==> config.mk <==
export PLATFORM = sky130hd
export DESIGN_NAME = sreset_ctrl
export DESIGN_NICKNAME = d
export VERILOG_FILES = /design/src/rtl/sreset_pkg.sv /design/src/rtl/sreset_decode.sv /design/src/rtl/sreset_sync.sv /design/src/rtl/sreset_seq_cnt.sv /design/src/rtl/sreset_req_arb.sv /design/src/rtl/sreset_ctrl.sv
export SDC_FILE = /design/constraint.sdc
export NUM_CORES = 1
export LEC_CHECK = 0
export BUFFER_PORTS_ARGS = -buffer_cell sky130_fd_sc_hd__buf_2
export CORE_UTILIZATION = 36
export DETAILED_ROUTE_END_ITERATION = 10
export GPL_TIMING_DRIVEN = 0
export PLACE_DENSITY_LB_ADDON = 0.05
export SYNTH_ARGS = -nofsm -noshare
export SYNTH_HDL_FRONTEND = slang
export SYNTH_SLANG_ARGS = --single-unit
==> constraint.sdc <==
create_clock -name clk -period 1.81 [get_ports clk]
set_clock_uncertainty 0.15 [all_clocks]
set_input_delay 0 -clock clk [delete_from_list [all_inputs] [get_ports clk]]
set_output_delay 0 -clock clk [all_outputs]
set_load 0.01 [all_outputs]
==> src/rtl/sreset_pkg.sv <==
package sreset_pkg;

    typedef enum logic [1:0] {
        ST_IDLE = 2'd0,
        ST_SRST = 2'd1,
        ST_ACK  = 2'd2
    } srst_state_e;

    typedef enum logic [1:0] {
        ACC_BANK    = 2'd0,
        ACC_RST_GO  = 2'd1,
        ACC_RST_NOP = 2'd2
    } acc_kind_e;

endpackage

==> src/rtl/sreset_decode.sv <==
module sreset_decode
    import sreset_pkg::*;
#(
    parameter int ADDR_W    = 5,
    parameter int BE_W      = 4,
    parameter int WORD_OFS  = 'h0C,
    parameter int DWORD_OFS = 'h18
) (
    input  logic [ADDR_W-1:0] addr_i,
    input  logic [BE_W-1:0]   be_i,
    input  logic              wr_i,
    input  logic              dword_i,
    output acc_kind_e         kind_o
);
    localparam logic [BE_W-1:0] FULL_MASK = {BE_W{1'b1}};
    localparam logic [BE_W-1:0] HALF_MASK = {{(BE_W-BE_W/2){1'b0}}, {(BE_W/2){1'b1}}};

    logic hit;
    logic width_ok;

    always_comb begin
        if (dword_i) begin
            hit      = (addr_i == ADDR_W'(DWORD_OFS));
            width_ok = (be_i == FULL_MASK);
        end else begin
            hit      = (addr_i == ADDR_W'(WORD_OFS));
            width_ok = (be_i == HALF_MASK);
        end
        if (!hit) begin
            kind_o = ACC_BANK;
        end else if (!wr_i && width_ok) begin
            kind_o = ACC_RST_GO;
        end else begin
            kind_o = ACC_RST_NOP;
        end
    end
endmodule

==> src/rtl/sreset_sync.sv <==
module sreset_sync #(
    parameter int STAGES = 2
) (
    input  logic clk,
    input  logic rst_async_i,
    output logic rst_o
);
    generate
        if (STAGES == 1) begin : g_single
            logic q;
            always_ff @(posedge clk) begin
                q <= rst_async_i;
            end
            assign rst_o = q;
        end else begin : g_chain
            logic [STAGES-1:0] sh;
            always_ff @(posedge clk) begin
                sh <= {sh[STAGES-2:0], rst_async_i};
            end
            assign rst_o = sh[STAGES-1];
        end
    endgenerate
endmodule

==> src/rtl/sreset_seq_cnt.sv <==
module sreset_seq_cnt #(
    parameter int SEQ_LEN = 64
) (
    input  logic clk,
    input  logic rst_i,
    input  logic run_i,
    output logic done_o
);
    localparam int CNT_W = (SEQ_LEN > 2) ? $clog2(SEQ_LEN) : 1;
    localparam logic [CNT_W-1:0] LAST = CNT_W'(SEQ_LEN - 1);

    logic [CNT_W-1:0] cnt_q;

    always_ff @(posedge clk) begin
        if (rst_i || !run_i) begin
            cnt_q <= '0;
        end else if (cnt_q != LAST) begin
            cnt_q <= cnt_q + 1'b1;
        end
    end

    assign done_o = run_i && (cnt_q == LAST);
endmodule

==> src/rtl/sreset_req_arb.sv <==
module sreset_req_arb (
    input  logic clk,
    input  logic rst_i,
    input  logic start_i,
    input  logic busy_i,
    input  logic eng_req_i,
    input  logic bus_gnt_i,
    output logic bus_req_o,
    output logic eng_gnt_o
);
    logic req_q;
    logic drain_q;

    always_ff @(posedge clk) begin
        if (rst_i) begin
            req_q   <= 1'b0;
            drain_q <= 1'b0;
        end else if (start_i) begin
            drain_q <= req_q;
        end else if (drain_q) begin
            if (bus_gnt_i) begin
                req_q   <= 1'b0;
                drain_q <= 1'b0;
            end
        end else if (busy_i) begin
            req_q <= 1'b0;
        end else begin
            req_q <= eng_req_i;
        end
    end

    assign bus_req_o = req_q;
    assign eng_gnt_o = bus_gnt_i && req_q && !drain_q && !busy_i;
endmodule

==> src/rtl/sreset_ctrl.sv <==
module sreset_ctrl
    import sreset_pkg::*;
#(
    parameter int ADDR_W     = 5,
    parameter int DATA_W     = 32,
    parameter int WORD_OFS   = 'h0C,
    parameter int DWORD_OFS  = 'h18,
    parameter int SEQ_LEN    = 64,
    parameter int RST_STAGES = 2
) (
    input  logic                clk,
    input  logic                hw_rst_i,
    input  logic                io_sel_i,
    input  logic                io_wr_i,
    input  logic                io_dword_i,
    input  logic [ADDR_W-1:0]   io_addr_i,
    input  logic [DATA_W/8-1:0] io_be_i,
    output logic [DATA_W-1:0]   io_rdata_o,
    output logic                io_rdy_o,
    output logic                bank_sel_o,
    input  logic [DATA_W-1:0]   bank_rdata_i,
    output logic                csr_rst_o,
    output logic                cfg_rst_o,
    input  logic                eng_req_i,
    output logic                eng_gnt_o,
    output logic                bus_req_o,
    input  logic                bus_gnt_i
);
    localparam int BE_W = DATA_W / 8;

    srst_state_e state_q, state_d;
    acc_kind_e   kind, kind_q;
    logic        rst_q;
    logic        seq_done;
    logic        accept;
    logic        start;
    logic        in_srst;

    sreset_sync #(.STAGES(RST_STAGES)) u_sync (
        .clk         (clk),
        .rst_async_i (hw_rst_i),
        .rst_o       (rst_q)
    );

    sreset_decode #(
        .ADDR_W    (ADDR_W),
        .BE_W      (BE_W),
        .WORD_OFS  (WORD_OFS),
        .DWORD_OFS (DWORD_OFS)
    ) u_dec (
        .addr_i  (io_addr_i),
        .be_i    (io_be_i),
        .wr_i    (io_wr_i),
        .dword_i (io_dword_i),
        .kind_o  (kind)
    );

    sreset_seq_cnt #(.SEQ_LEN(SEQ_LEN)) u_cnt (
        .clk    (clk),
        .rst_i  (rst_q),
        .run_i  (in_srst),
        .done_o (seq_done)
    );

    sreset_req_arb u_arb (
        .clk       (clk),
        .rst_i     (rst_q),
        .start_i   (start),
        .busy_i    (in_srst),
        .eng_req_i (eng_req_i),
        .bus_gnt_i (bus_gnt_i),
        .bus_req_o (bus_req_o),
        .eng_gnt_o (eng_gnt_o)
    );

    assign in_srst = (state_q == ST_SRST);
    assign accept  = (state_q == ST_IDLE) && io_sel_i && !rst_q;
    assign start   = accept && (kind == ACC_RST_GO);

    // Next-state logic
    always_comb begin
        state_d = state_q;
        unique case (state_q)
            ST_IDLE: begin
                if (accept) begin
                    state_d = (kind == ACC_RST_GO) ? ST_SRST : ST_ACK;
                end
            end
            ST_SRST: begin
                if (seq_done) begin
                    state_d = ST_ACK;
                end
            end
            ST_ACK: begin
                state_d = ST_IDLE;
            end
            default: state_d = ST_IDLE;
        endcase
    end

    // State register and access-kind capture
    always_ff @(posedge clk) begin
        if (rst_q) begin
            state_q <= ST_IDLE;
            kind_q  <= ACC_BANK;
        end else begin
            state_q <= state_d;
            if (accept) begin
                kind_q <= kind;
            end
        end
    end

    // Outputs
    always_comb begin
        io_rdy_o   = 1'b0;
        io_rdata_o = '0;
        bank_sel_o = 1'b0;
        csr_rst_o  = rst_q;
        cfg_rst_o  = rst_q;
        unique case (state_q)
            ST_IDLE: begin
                bank_sel_o = accept && (kind == ACC_BANK);
            end
            ST_SRST: begin
                csr_rst_o = 1'b1;
            end
            ST_ACK: begin
                io_rdy_o   = !rst_q;
                io_rdata_o = (kind_q == ACC_BANK) ? bank_rdata_i : '0;
            end
            default: ;
        endcase
    end
endmodule

Word-level counts from Yosys, hierarchy flattened --
Cells that the tools add are included.
Storage, ports and cells: output and inout port bits 38, register bits after elaboration 14, input bits 48, logic and storage cells 58
Operators by class: add/sub/neg operators 1, bitwise gates (word level) 1, reductions and logical operators 19, multiplexer cells 19, equality and inequality tests 12
Operators with widths (number):
- 2-to-1 mux 32 bit | 2
- 2-to-1 mux 1 bit | 11
- 2-to-1 mux 2 bit | 5
- logical AND 1 bit | 9
- adder 6 x 1 -> 6 bit (second input constant) | 1
- equality test 6 bit (second input constant) | 1
- logical NOT 2 bit | 3
- != test 2 bit (second input constant) | 3
- != test 6 bit (second input constant) | 1
- equality test 5 x 4 -> 1 bit (second input constant) | 1
- equality test 5 bit (second input constant) | 1
- equality test 2 x 1 -> 1 bit (second input constant) | 2
- equality test 4 x 2 -> 1 bit (second input constant) | 1
- equality test 4 bit (second input constant) | 1
- logical NOT 1 bit | 4
- case mux 2 bit (2 select lines) | 1
- AND reduction 2 bit | 2
- equality test 2 bit (second input constant) | 1
- logical OR 1 bit | 1
- inverter 1 bit | 1

Depth between registers and ports, before layout --
depth in word-level cells 9, mapped depth 5, depth with buffers taken out 5

Hierarchy --
A second synthesis with hierarchy kept.
Second synthesis, totals: cell total of the unflattened synthesis 116, area, all modules 965.9 sq um
By module, submodules not included:
- sreset_ctrl | cells each 61, area each 479.2 sq um, sequential area each 80.1 sq um, instances 1
- sreset_seq_cnt | cells each 30, area each 280.3 sq um, sequential area each 120.1 sq um, instances 1
- sreset_req_arb | cells each 13, area each 100.1 sq um, sequential area each 40.0 sq um, instances 1
- sreset_decode | cells each 10, area each 66.3 sq um, sequential area each 0.0 sq um, instances 1
- sreset_sync | cells each 2, area each 40.0 sq um, sequential area each 40.0 sq um, instances 1

Worst setup path after synthesis --
No wires, ideal clock.
path type register to register, start point register u_cnt.cnt_q[0], end point register u_cnt.cnt_q[5], path slack 0.207 ns, buffers on the path 0, stages on the path, launching flop included 5, required time 1.540 ns, library setup time 0.120 ns, clock period less this slack 1.603 ns, arrival time 1.334 ns, cells stage by stage dfxtp_1 -> ha_1 -> or4b_2 -> o21ai_0 -> nor2_1
On the way: cells in the longest elaborated chain, start to end 1, elaborated cells between the ends (all ways) 2, those cells by class add/sub: 1; eq/ne: 1
RTL lines:
- start, declared | RTL line sreset_seq_cnt.sv:12 | logic [CNT_W-1:0] cnt_q;
- start signal, assigned | RTL line sreset_seq_cnt.sv:18 | cnt_q <= cnt_q + 1'b1;
- adder 6 x 1 -> 6 bit or != test 6 bit (tied branches) | RTL line sreset_seq_cnt.sv:18, sreset_seq_cnt.sv:17
Parallel ways exist; a longest one is shown, timed or not. A chain may end at the register's enable or synchronous reset.

Worst setup path after layout --
Same ends and word-level chain as after synthesis.

==> qor.yml <==
status:
  status: "finished clean"
worst_setup_path:
  cp_cell_sequence: "ha_1, or4b_2, o21ai_0, nor2_1"
  worstSetupEndpointType: "flop"
  worst_ep_required_time_ns: 1.82
  cp-start-kind: "flop"
  slowest_stage: "or4b_2"
  critPathMaxStageDelay_ns: 0.67
  critPathMaxFanout: 6
  worstSetupPathType: "flop to flop"
  critPathArrivalTime_ns: 1.68
yosys:
  synth.net_count: 164
  synth_cell_types: 35
  yosysWarnings: 0
  yosysSeqAreaShare: 0.3107
  postSynthCellCount: 115
  synthesis.area_um2: 902.1
  avgSynthCellArea_um2: 7.844
  synth-seq-cells: 14
power_and_ir_drop:
  pwr-share-comb: 0.263
  switching_share: 0.2566
  switching_power_w: 0.0001677
  vdd_ir_drop_max_v: 0.0004811
  power_frac_clock: 0.252
  seqPwrFrac: 0.485
  intPower_w: 0.0004858
  power_density_mw_per_mm2: 442.7
  power.leakage_nw: 0.7555
floorplan:
  rows: 17
  die_h_um: 52.06
  core-area_mm2: 0.002297
  dieArea_mm2: 0.002710
  pin_count: 86
  die_w_um: 52.06
  start_util: 0.3927
placed_design:
  hpwl_mm: 2.063
  gp_congestion: 0.7879
  preCtsSetupSlack_ns: 0.06710
  io_buffers: 85
timing:
  fmax_ghz: 0.5991
  finalSetupViolCount: 0
  finalHoldViolCount: 0
  maxSlewHeadroom: 0.6555
  fin_setup_tns_ns: 0
  slew_violations: 0
  fin_crit_ns: 1.669
  setup_ws_ns: 0.1408
  rsz0062_at_grt: "no"
  worstMarginPinSlew_ns: 0.5125
  finalCritPeriodShare: 0.9222
cts:
  clock-sinks: 14
  tritoncts: "yes"
  numCtsBuffers: 3
  cts_root_buf: "clkbuf_4"
  insertion_delay_ns: 0.27
  clockBufferDepth: 2
  htreeDepth: 1
  clk_pin_slew_ns: 0.07
routing:
  first_iter_violations: 14
  drtPass1Iterations: 4
  wl_per_cell_um: 10.67
  routed_wl_mm: 2.539
  ant_nets: 0
  vias: 1132
  routed_via_density: 4.756
  remaining_drc_errors: 0
global_routing:
  grt_pass1_wl_mm: 3.698
  grt_max_degree: 11
  overflow: 0
  antenna_found_initial: 0
  first_global_vias: 910
  grt_usage: 0.1801
finish:
  syn_to_final_growth_pct: 63.66
  final_nets: 261
  layout_common_cells: "buf_2, and2_1, dfxtp_1"
  antenna_cells: 0
  layout_commonest_cell: "buf_2"
  drive_above_1_share: 0.4714
run:
  drv_cap: 0
hold_path:
  hold_path.class: "primary input to flop"
==> through the flow <==
step	total power, W	util	instances	hold slack [ns]	cell area (um2)
floorplan	0.0003930	-	115	-0.1223	902.1
global placement	0.0004781	0.5931	228	-0.04556	1363
detailed placement	0.0004817	0.5931	228	-0.04291	1363
CTS	0.0006621	0.6356	238	0.008315	1460
global route	0.0006877	0.6427	238	0.06597	1476
finish	0.0006536	0.6427	238	0.02078	1476
==> Yosys cell counts <==
cell	n	area share
a2111oi_4	1	0.031
a211o_1	1	0.0097
a211oi_1	1	0.0083
a211oi_2	1	0.014
a21oi_1	6	0.033
a311o_1	1	0.011
a31oi_1	1	0.0069
a32oi_1	1	0.0097
and2_1	32	0.22
and3_1	1	0.0069
clkbuf_1	4	0.017
dfxtp_1	14	0.31
ha_1	1	0.014
inv_1	4	0.017
nand2_1	10	0.042
nand2b_1	3	0.021
nand3_1	4	0.022
nand3_2	1	0.011
nand3b_1	2	0.017
nand4_1	1	0.0069
nor2_1	7	0.029
nor2b_1	2	0.014
nor3_1	4	0.022
nor3b_1	1	0.0083
nor4_1	1	0.0069
nor4b_1	1	0.0097
o21ai_0	1	0.0055
o2bb2ai_1	1	0.0097
or2_2	1	0.0069
or3_1	1	0.0069
or3b_4	1	0.012
or4_1	1	0.0083
or4b_2	1	0.011
xnor2_1	1	0.0097
xor2_1	1	0.0097
==> what timing repair did <==
action                                 CTS  global route
setup endpoints to repair               30            33
cloned                                   0             0
resized for setup                        1             6
pin swaps                                0             0
endpoints found under the hold margin    7             0
hold buffers                             7             0
buffers inserted                         0             0
==> worst paths after layout <==
check | from | to | slack [ns] | depth (start not counted)
setup / recovery | u_cnt.cnt_q[0]$_SDFFE_PP0N_ | u_cnt.cnt_q[5]$_SDFFE_PP0N_ | 0.14 | 4
hold / removal | io_addr_i[3] | kind_q[1]$_SDFFE_PP0N_ | 0.02 | 5
setup reg to reg | u_cnt.cnt_q[0]$_SDFFE_PP0N_ | u_cnt.cnt_q[5]$_SDFFE_PP0N_ | 0.14 | 4
hold reg to reg | u_sync.g_chain.sh[0]$_DFF_P_ | u_sync.g_chain.sh[1]$_DFF_P_ | 0.18 | 0
==> routing by layer <==
layer	global-route usage	wire length, um
met5	0	0
met2	0.3312	1272
met4	0.09009	29
met3	0.03216	223
met1	0.1933	1014
==> cell type report <==
class,count,area [um2]
inverters,4,15.01
fillers,195,820.8
multi-input cells,93,609.3
flip-flops and latches,14,280.3
clock buffers,3,22.52
well taps,28,35.03
plain buffers,4,18.77
repair buffers,92,495.5
==> registers in the layout (all words and copies together), names as in the netlist <==
| signal | count |
|---|---|
| u_arb.drain_q | 1 |
| state_q | 2 |
| u_cnt.cnt_q | 6 |
| kind_q | 2 |
| u_arb.bus_req_o | 1 |
| u_sync.g_chain.sh | 2 |
==> kinds of logic (layout without fill, tap and decap cells) <==
group | count (synthesis) | after routing | synth area share
XOR/XNOR | 2 | 2 | 0.01942
AND/OR/NAND/NOR | 75 | 75 | 0.4841
flip-flops | 14 | 14 | 0.3107
adder cells (fa/ha/maj) | 1 | 1 | 0.01387
AO/OA/AOI/OAI | 15 | 15 | 0.1387
buffers and inverters | 8 | 103 | 0.03328
==> power groups by stage <==
stage | clock [W] | combinational, W | sequential (W)
after floorplan | 0 | 0.0000686 | 0.000324
after global placement | 0 | 0.000155 | 0.000324
after detailed placement | 0 | 0.000158 | 0.000324
after CTS | 0.000175 | 0.000171 | 0.000316
after global routing | 0.000182 | 0.000188 | 0.000318
final | 0.000165 | 0.000172 | 0.000317
==> critical path, delay by kind of cell, from the launching register on <==
kind,cells,cell delay [ns]
compound gates,1,0.10
flops,1,0.34
fa+ha+maj,1,0.26
simple gates,2,0.72
(Power assumes the default switching activity.)
